<file path="config.mk">
export PLATFORM = sky130hd
export DESIGN_NAME = byte_hist_unit
export DESIGN_NICKNAME = d
export VERILOG_FILES = /design/src/rtl/hist_pkg.sv /design/src/rtl/hist_seq.sv /design/src/rtl/hist_lane_decode.sv /design/src/rtl/hist_bin_cell.sv /design/src/rtl/byte_hist_unit.sv
export SDC_FILE = /design/constraint.sdc
export NUM_CORES = 2
export LEC_CHECK = 0
export BUFFER_PORTS_ARGS = -buffer_cell sky130_fd_sc_hd__buf_2
export CORE_MARGIN = 3
export CORE_UTILIZATION = 45
export CTS_CLUSTER_SIZE = 28
export DETAILED_ROUTE_END_ITERATION = 10
export HOLD_SLACK_MARGIN = 0.02
export PLACE_DENSITY = 0.67
export REMOVE_ABC_BUFFERS = 1
export SLEW_MARGIN = 20
export SYNTH_ARGS = -nofsm -noshare
export SYNTH_HDL_FRONTEND = slang
export SYNTH_SLANG_ARGS = --single-unit
</file>
<file path="constraint.sdc">
create_clock -name clk -period 5 [get_ports clk]
set_clock_uncertainty 0.05 [all_clocks]
set_input_delay 0.5 -clock clk [delete_from_list [all_inputs] [get_ports clk]]
set_output_delay 0.5 -clock clk [all_outputs]
set_load 0.02 [all_outputs]
</file>
<file path="src/rtl/hist_pkg.sv">
package hist_pkg;

    localparam int BYTE_W = 8;
    localparam int IDX_W  = 6;
    localparam int PRED_W = BYTE_W - IDX_W;
    localparam int NBINS  = 1 << IDX_W;

    typedef enum logic {
        ST_IDLE = 1'b0,
        ST_RUN  = 1'b1
    } seq_state_e;

    typedef struct packed {
        logic             hit;
        logic [IDX_W-1:0] bin;
    } lane_tag_t;

    // Split a byte into its bin index and whether its top bits match the predicate.
    function automatic lane_tag_t classify(input logic [BYTE_W-1:0] b,
                                           input logic [PRED_W-1:0] pred);
        lane_tag_t t;
        t.hit = (b[BYTE_W-1:IDX_W] == pred);
        t.bin = b[IDX_W-1:0];
        return t;
    endfunction

endpackage

</file>
<file path="src/rtl/hist_seq.sv">
module hist_seq
    import hist_pkg::*;
#(
    parameter int BEATS = 8
) (
    input  logic clk,
    input  logic rst,
    input  logic start_i,
    output logic busy_o,
    output logic load_o,
    output logic step_o,
    output logic last_o
);

    localparam int BW = (BEATS > 1) ? $clog2(BEATS) : 1;

    seq_state_e      state_q;
    logic [BW-1:0]   beat_q;

    assign load_o = (state_q == ST_IDLE) && start_i;
    assign step_o = (state_q == ST_RUN);
    assign last_o = step_o && (beat_q == BW'(BEATS - 1));
    assign busy_o = step_o;

    always_ff @(posedge clk) begin
        if (rst) begin
            state_q <= ST_IDLE;
            beat_q  <= '0;
        end else begin
            case (state_q)
                ST_IDLE: begin
                    if (start_i) begin
                        state_q <= ST_RUN;
                        beat_q  <= '0;
                    end
                end
                ST_RUN: begin
                    if (last_o) begin
                        state_q <= ST_IDLE;
                        beat_q  <= '0;
                    end else begin
                        beat_q <= beat_q + 1'b1;
                    end
                end
                default: state_q <= ST_IDLE;
            endcase
        end
    end

endmodule

</file>
<file path="src/rtl/hist_lane_decode.sv">
module hist_lane_decode
    import hist_pkg::*;
(
    input  logic [BYTE_W-1:0] byte_i,
    input  logic [PRED_W-1:0] pred_i,
    input  logic              en_i,
    output logic [NBINS-1:0]  sel_o
);

    lane_tag_t tag;

    always_comb begin
        tag   = classify(byte_i, pred_i);
        sel_o = '0;
        if (en_i && tag.hit) begin
            sel_o[tag.bin] = 1'b1;
        end
    end

endmodule

</file>
<file path="src/rtl/hist_bin_cell.sv">
module hist_bin_cell #(
    parameter int LANES = 8,
    parameter int CNT_W = 8
) (
    input  logic             clk,
    input  logic             rst,
    input  logic             clear_i,
    input  logic [LANES-1:0] col_i,
    output logic [CNT_W-1:0] nxt_o
);

    localparam int INC_W = $clog2(LANES + 1);

    logic [INC_W-1:0] inc;
    logic [CNT_W-1:0] cnt_q;

    // Number of lanes that hit this bin in the current beat.
    always_comb begin
        inc = '0;
        for (int l = 0; l < LANES; l++) begin
            inc = inc + INC_W'(col_i[l]);
        end
    end

    assign nxt_o = cnt_q + CNT_W'(inc);

    always_ff @(posedge clk) begin
        if (rst || clear_i) begin
            cnt_q <= '0;
        end else begin
            cnt_q <= nxt_o;
        end
    end

endmodule

</file>
<file path="src/rtl/byte_hist_unit.sv">
module byte_hist_unit
    import hist_pkg::*;
#(
    parameter int NUM_BYTES = 64,
    parameter int LANES     = 8,
    parameter int CNT_W     = 8
) (
    input  logic                          clk,
    input  logic                          rst,
    input  logic                          start_i,
    input  logic [NUM_BYTES*BYTE_W-1:0]   vec_i,
    input  logic [BYTE_W-1:0]             imm_i,
    output logic                          busy_o,
    output logic                          done_o,
    output logic [NBINS*CNT_W-1:0]        bins_o
);

    localparam int BEATS  = NUM_BYTES / LANES;
    localparam int VEC_W  = NUM_BYTES * BYTE_W;
    localparam int BEAT_W = LANES * BYTE_W;

    logic load, step, last;

    logic [VEC_W-1:0]  vec_q;
    logic [PRED_W-1:0] pred_q;
    logic              unused_imm_bits;

    logic [NBINS-1:0]  sel [LANES];
    logic [LANES-1:0]  col [NBINS];
    logic [CNT_W-1:0]  nxt [NBINS];

    logic [NBINS*CNT_W-1:0] bins_q;
    logic                   done_q;

    assign unused_imm_bits = ^imm_i[BYTE_W-1:PRED_W];

    hist_seq #(.BEATS(BEATS)) u_seq (
        .clk     (clk),
        .rst     (rst),
        .start_i (start_i),
        .busy_o  (busy_o),
        .load_o  (load),
        .step_o  (step),
        .last_o  (last)
    );

    // Captured operand; each beat shifts the next LANES bytes into the low lanes.
    always_ff @(posedge clk) begin
        if (rst) begin
            vec_q  <= '0;
            pred_q <= '0;
        end else if (load) begin
            vec_q  <= vec_i;
            pred_q <= imm_i[PRED_W-1:0];
        end else if (step) begin
            vec_q  <= vec_q >> BEAT_W;
        end
    end

    for (genvar l = 0; l < LANES; l++) begin : g_lane
        hist_lane_decode u_dec (
            .byte_i (vec_q[l*BYTE_W +: BYTE_W]),
            .pred_i (pred_q),
            .en_i   (step),
            .sel_o  (sel[l])
        );
    end

    always_comb begin
        for (int b = 0; b < NBINS; b++) begin
            for (int l = 0; l < LANES; l++) begin
                col[b][l] = sel[l][b];
            end
        end
    end

    for (genvar b = 0; b < NBINS; b++) begin : g_bin
        hist_bin_cell #(.LANES(LANES), .CNT_W(CNT_W)) u_cell (
            .clk     (clk),
            .rst     (rst),
            .clear_i (load),
            .col_i   (col[b]),
            .nxt_o   (nxt[b])
        );
    end

    // Publish the complete set of counters at once on the final beat.
    always_ff @(posedge clk) begin
        if (rst) begin
            bins_q <= '0;
            done_q <= 1'b0;
        end else begin
            done_q <= last;
            if (last) begin
                for (int b = 0; b < NBINS; b++) begin
                    bins_q[b*CNT_W +: CNT_W] <= nxt[b];
                end
            end
        end
    end

    assign bins_o = bins_q;
    assign done_o = done_q;

endmodule

</file>
== Word-level counts from Yosys, hierarchy flattened ==
Cells that the tools add are included.

* Register bits: 1,543
* Bits of input ports: 523
* Output and inout port bits: 514
* Logic and storage cells: 662

* Add/sub/neg operators: 513
* Order comparisons: 16
* Equality and inequality tests: 10
* Mux-type cells: 32
* Bitwise operators: 1
* Reductions and logical operators: 20

{| class="wikitable"
|+ Operators by type and width
! kind !! count
|-
| 4-bit by 1-bit adder with 4-bit output || 384
|-
| 512-bit two-way mux || 2
|-
| 8-bit by 4-bit adder with 8-bit output || 64
|-
| 64-bit two-way mux || 8
|-
| 1-bit by 1-bit adder with 2-bit output || 64
|-
| 6-bit by 7-bit < comparator with 1-bit output, second input constant || 8
|-
| 1-bit demux with 6-bit select || 8
|-
| 6-bit by 1-bit greater-or-equal comparator with 1-bit output, second input constant || 8
|-
| 1-bit logical AND || 18
|-
| 2-bit equality test || 8
|-
| 1-bit two-way mux || 10
|-
| 3-bit two-way mux || 2
|-
| 3-bit one-hot mux with 2 select lines || 1
|-
| 3-bit by 1-bit adder with 3-bit output, second input constant || 1
|-
| 3-bit equality test, second input constant || 1
|-
| 2-bit inequality test, second input constant || 1
|-
| 1-bit one-hot mux with 2 select lines || 1
|-
| 2-bit nonzero test || 1
|-
| 1-bit logical OR || 1
|-
| 1-bit inverter || 1
|}

== Logic depth before layout (Yosys ltp) ==
* Word-level depth: 13
* Mapped depth: 21
* Gate-level depth less buffers: 18

== Hierarchy ==
From an unflattened synthesis, not the netlist that was laid out.

* Cells, all modules: 9,429
* Area total of the unflattened synthesis: 90,016.3 µm²

{| class="wikitable"
|+ By module, submodules not included
! module !! instances !! cells an instance !! area each (µm²)
|-
| byte_hist_unit || 1 || 3,934 || 41,219.5
|-
| hist_bin_cell at g_bin[25].u_cell ... || 35 || 76 || 683.2
|-
| hist_bin_cell at g_bin[0].u_cell ... || 29 || 67 || 644.4
|-
| hist_lane_decode at g_lane[0].u_dec ... || 7 || 109 || 753.2
|-
| hist_lane_decode at g_lane[7].u_dec || 1 || 109 || 729.4
|-
| hist_seq || 1 || 20 || 197.7
|}

== Least setup slack after synthesis ==
OpenSTA, ideal clock, no wires.

* Kind: reg-to-reg
* Start point: register u_seq.state_q (netlist: u_seq.busy_o)
* End point: register bins_q[431] (netlist: bins_o[431])
* Library setup time: 0.127 ns
* Data arrival time: 4.950 ns
* Required time: 4.823 ns
* Path slack: -0.127 ns
* Stages on the path, launching flop included: 19
* Clock period less this slack: 5.127 ns
* Cells stage by stage: dfxtp_1 > buf_4 > buf_2 > nor4b_2 > nand3_1 > nor2_1 > ha_1 > inv_1 > fa_1 > inv_1 > fa_1 > fa_1 > fa_1 > xor2_1 > ha_1 > o21ai_0 > o21ba_2 > and3_1 > or3_1

* Word-level cells in the longest chain between the ends: 10
* Elaborated cells between the ends (all ways): 25

{| class="wikitable"
|+ RTL lines
! element !! line !! RTL
|-
| from (decl) || hist_seq.sv:17 || <nowiki>seq_state_e state_q;</nowiki>
|-
| from (signal assigned) || hist_seq.sv:27 || <nowiki>state_q <= ST_IDLE;</nowiki>
|-
| from (signal assigned) || hist_seq.sv:33 || <nowiki>state_q <= ST_RUN;</nowiki>
|-
| from (signal assigned) || hist_seq.sv:39 || <nowiki>state_q <= ST_IDLE;</nowiki>
|-
| 1-bit logical AND || hist_lane_decode.sv:15 || <nowiki>if (en_i && tag.hit) begin</nowiki>
|-
| 64-bit two-way mux || hist_lane_decode.sv:15 ||
|-
| 1-bit by 1-bit adder with 2-bit output || hist_bin_cell.sv:21 || <nowiki>inc = inc + INC_W'(col_i[l]);</nowiki>
|-
| 4-bit by 1-bit adder with 4-bit output (6 in a row) || hist_bin_cell.sv:21 ||
|-
| 8-bit by 4-bit adder with 8-bit output || hist_bin_cell.sv:25 || <nowiki>assign nxt_o = cnt_q + CNT_W'(inc);</nowiki>
|-
| to (signal, indexed assignment) || byte_hist_unit.sv:96 || <nowiki>bins_q[b*CNT_W +: CNT_W] <= nxt[b];</nowiki>
|-
| to (decl) || byte_hist_unit.sv:32 || <nowiki>logic [NBINS*CNT_W-1:0] bins_q;</nowiki>
|}

Several ways; a longest one is shown, not always the timed one.
A chain may end at the register's enable or synchronous reset.

== Worst setup path after layout ==
* Start point: register pred_q[0]
* End point: register bins_q[471] (netlist: bins_o[471])

* Word-level cells in the longest chain between the ends: 11
* Elaborated cells between the ends (all ways): 32

{| class="wikitable"
|+ RTL lines
! element !! line !! RTL
|-
| from (decl) || byte_hist_unit.sv:25 || <nowiki>logic [PRED_W-1:0] pred_q;</nowiki>
|-
| from (signal assigned) || byte_hist_unit.sv:54 || <nowiki>pred_q <= imm_i[PRED_W-1:0];</nowiki>
|-
| 2-bit equality test || hist_pkg.sv:22 || <nowiki>t.hit = (b[BYTE_W-1:IDX_W] == pred);</nowiki>
|-
| 1-bit logical AND || hist_lane_decode.sv:15 ||
|-
| 64-bit two-way mux || hist_lane_decode.sv:15 ||
|-
| 1-bit by 1-bit adder with 2-bit output || hist_bin_cell.sv:21 ||
|-
| 4-bit by 1-bit adder with 4-bit output (5 in a row) || hist_bin_cell.sv:21 ||
|-
| 4-bit by 1-bit adder with 4-bit output * || hist_bin_cell.sv:21 ||
|-
| 8-bit by 4-bit adder with 8-bit output * || hist_bin_cell.sv:25 ||
|}

Mark *: on every way between the ends. The rest lies on a longest branch, timed or not.

==> flow_summary.ini <==
[placed_design]
hpwlAfterDp_um = 218900
portBuffers = 1030
globalplace.congestion = 0.9831
dp_slack_ps = -494.0

[global_routing]
antenna_found_initial = 57
grt_pass1_vias = 74390
grt_max_degree = 272
grt.overflow.total = 0
grt_pass1_wl_um = 448600
grtUsageTotal_pct = 31.72

[sta]
timing.final.crit_share_pct = 101.4
tightest_slew_ps = 1122
report.final.hold_viol_count = 0
fmax_ghz = 0.1972
rsz0062_at_grt = yes
fin_ws_ps = -70.08
period_needed_ps = 5070
drv_slew = 0
finalSetupTns_ps = -251.3
slew_headroom_pct = 25.21
setup_viol = 11

[worst_setup_path]
cp-start-kind = register
worst-endpoint-required_ps = 5660
critPathKind = reg2reg
crit_fanout = 7
cp.arrival_ps = 5730
cp-end-kind = register

[route]
drtIter0Drc = 5314
wl_per_cell_um = 22.53
dr.pass1.iters = 6
detail-route-antenna-nets = 0
post-route-drc-count = 0
wl_um = 306300
viasPerCell = 5.498
num_vias = 74750

[synthesis]
synth_ff_type = dfxtp_1
yosysSeqAreaShare_pct = 38.40
syn_area_per_cell_um2 = 8.898
yosysWarnings = 0
synth_top_area_cell = dfxtp_1
netlist.area_leader.share_pct = 38.40
yosysUniqueCellTypes = 63
synthTopCellsByArea = dfxtp_1, fa_1, nor2_1
syn_inst = 9040
syn_area_um2 = 80440
ys_top_cells_by_count = nor2_1, dfxtp_1, a21oi_1, mux2i_1, inv_1
synth-edff-count = 0
synthArstFlopShare_pct = 0
ys_ff_latch = 1543
yosysMostFrequentCell = nor2_1

[min_path]
hold_class = in2reg

[power_and_ir_drop]
ir_drop_v = 0.0003268
leakagePower_uw = 0.04929
p_per_area_nw_per_um2 = 260.9

[final_layout]
nNetsFinal = 12380
fill_cells = 14620
seqCellArea_um2 = 30910
drive_gt1_share_pct = 26.71
area_delta_synth_final_pct = 34.78
multiInputGateArea_um2 = 49860

[clock_network]
clock_latency_ps = 840
cts_root_buf = clkbuf_16
ctsHtreeMaxLevel = 4
cts_buffer_depth = 3
clk_pin_slew_ps = 60
cts_tree = done
cts_num_sinks = 1543
numCtsBuffers = 168

[die]
io_pins = 1037
rows = 154
start_util_pct = 45.48
die_h_um = 428.8
die_width_um = 428.8
die_area_um2 = 183900
core-area_um2 = 176900

[status]
outcome = finished, violations left
violations = setup timing

[job]
drv_cap = 0
## final timing paths
check | cells after the start | from | end | slack [ps]
setup reg to reg | 21 | pred_q[0]$_SDFFE_PP0P_ | bins_o[471]$_SDFFE_PP0P_ | -70
setup / recovery | 21 | pred_q[0]$_SDFFE_PP0P_ | bins_o[471]$_SDFFE_PP0P_ | -70
hold / removal | 5 | vec_i[72] | vec_q[72]$_SDFFE_PP0P_ | 70
hold reg to reg | 2 | bins_o[330]$_SDFFE_PP0P_ | bins_o[330]$_SDFFE_PP0P_ | 400
## registers in the layout, summed over array words and instances, names as in the netlist
register	flops
bins_o	512
vec_q	512
g_bin.u_cell.cnt_q	512
done_o	1
u_seq.beat_q	3
pred_q	2
u_seq.busy_o	1
## power by group
group	switching (uW)	internal, uW
clock network	5400	7490
logic	1490	1110
registers	229	12600
total	7130	21200
## cells in the final DEF (no fill, tap or decap), drive strengths merged, types with 395 or more instances in the layout
cell         count
dfxtp         1543
ha             459
o21ai          395
nor2          1641
mux2i          540
buf           1852
nand2          511
a21oi          683
dlygate4sd3    483
inv            545
## area by class of cell
type                    count  area share [%]
multi-input cells        6495           45.99
diodes                     45          0.1039
flip-flops and latches   1543           28.51
clock inverters            59          0.7351
clock buffers             246           4.500
inverters                 532           1.856
repair buffers           2335           15.60
well taps                2340           2.701
## worst max-delay path, stage by stage (launching register included)
cell and delay (ps):
dfxtp_4 370, xor2_2 150, and4bb_4 470, nand3_4 100
buf_12 160, buf_8 130, nor2_4 120, ha_4 140
inv_2 30, fa_1 590, inv_2 50, fa_1 560
fa_2 220, inv_2 40, fa_2 520, inv_2 60
ha_4 280, a211oi_4 60, o21ba_4 240, buf_4 140
and3_1 150, or3_1 330
## layer usage
metal / wire length [um] / GRT usage [%] / up-vias
met3: 19820 / 6.064 / 825
met5: 103 / 0.2342 / -
met1: 117700 / 36.96 / 36090
li1: - / - / 35030
met4: 24710 / 21.69 / 10
met2: 143900 / 52.82 / 2794
## through the flow
| stage | std cells | util [%] | hold slack (ps) | total power [uW] | cell area (um^2) |
|---|---|---|---|---|---|
| floorplan | 8570 | - | 403.7 | 14140 | 78370 |
| detailed placement | 12670 | 52.33 | 387.3 | 15150 | 92570 |
| global placement | 12670 | 52.33 | 381.3 | 15100 | 92570 |
| CTS | 13500 | 59.33 | 23.57 | 28330 | 104900 |
| finish | 13600 | 61.29 | 71.44 | 28290 | 108400 |
| global route | 13590 | 61.29 | 76.63 | 29140 | 108400 |
## cells by family (layout without fill, tap and decap cells)
group                      Yosys count  count (layout)  synth area share (%)
adders and majority gates          779             779                 15.10
buffers and inverters             1002            3172                 5.063
and+or+nand+nor                   3066            3066                 17.16
other                                0              45                     0
AOI/OAI and AO/OA                 1832            1832                 14.51
DFF                               1543            1543                 38.40
muxes                              547             547                 6.817
xor gates and xnor gates           271             271                 2.951
## repair_timing
action                                  CTS  global route
endpoints found under the setup margin  572           550
hold endpoints to repair                483             0
hold buffers                            483             0
pin swaps                               205           477
setup buffers                            34            60
gates resized for setup                 384           681
cloned                                    1             0
(Power assumes the default switching activity.)
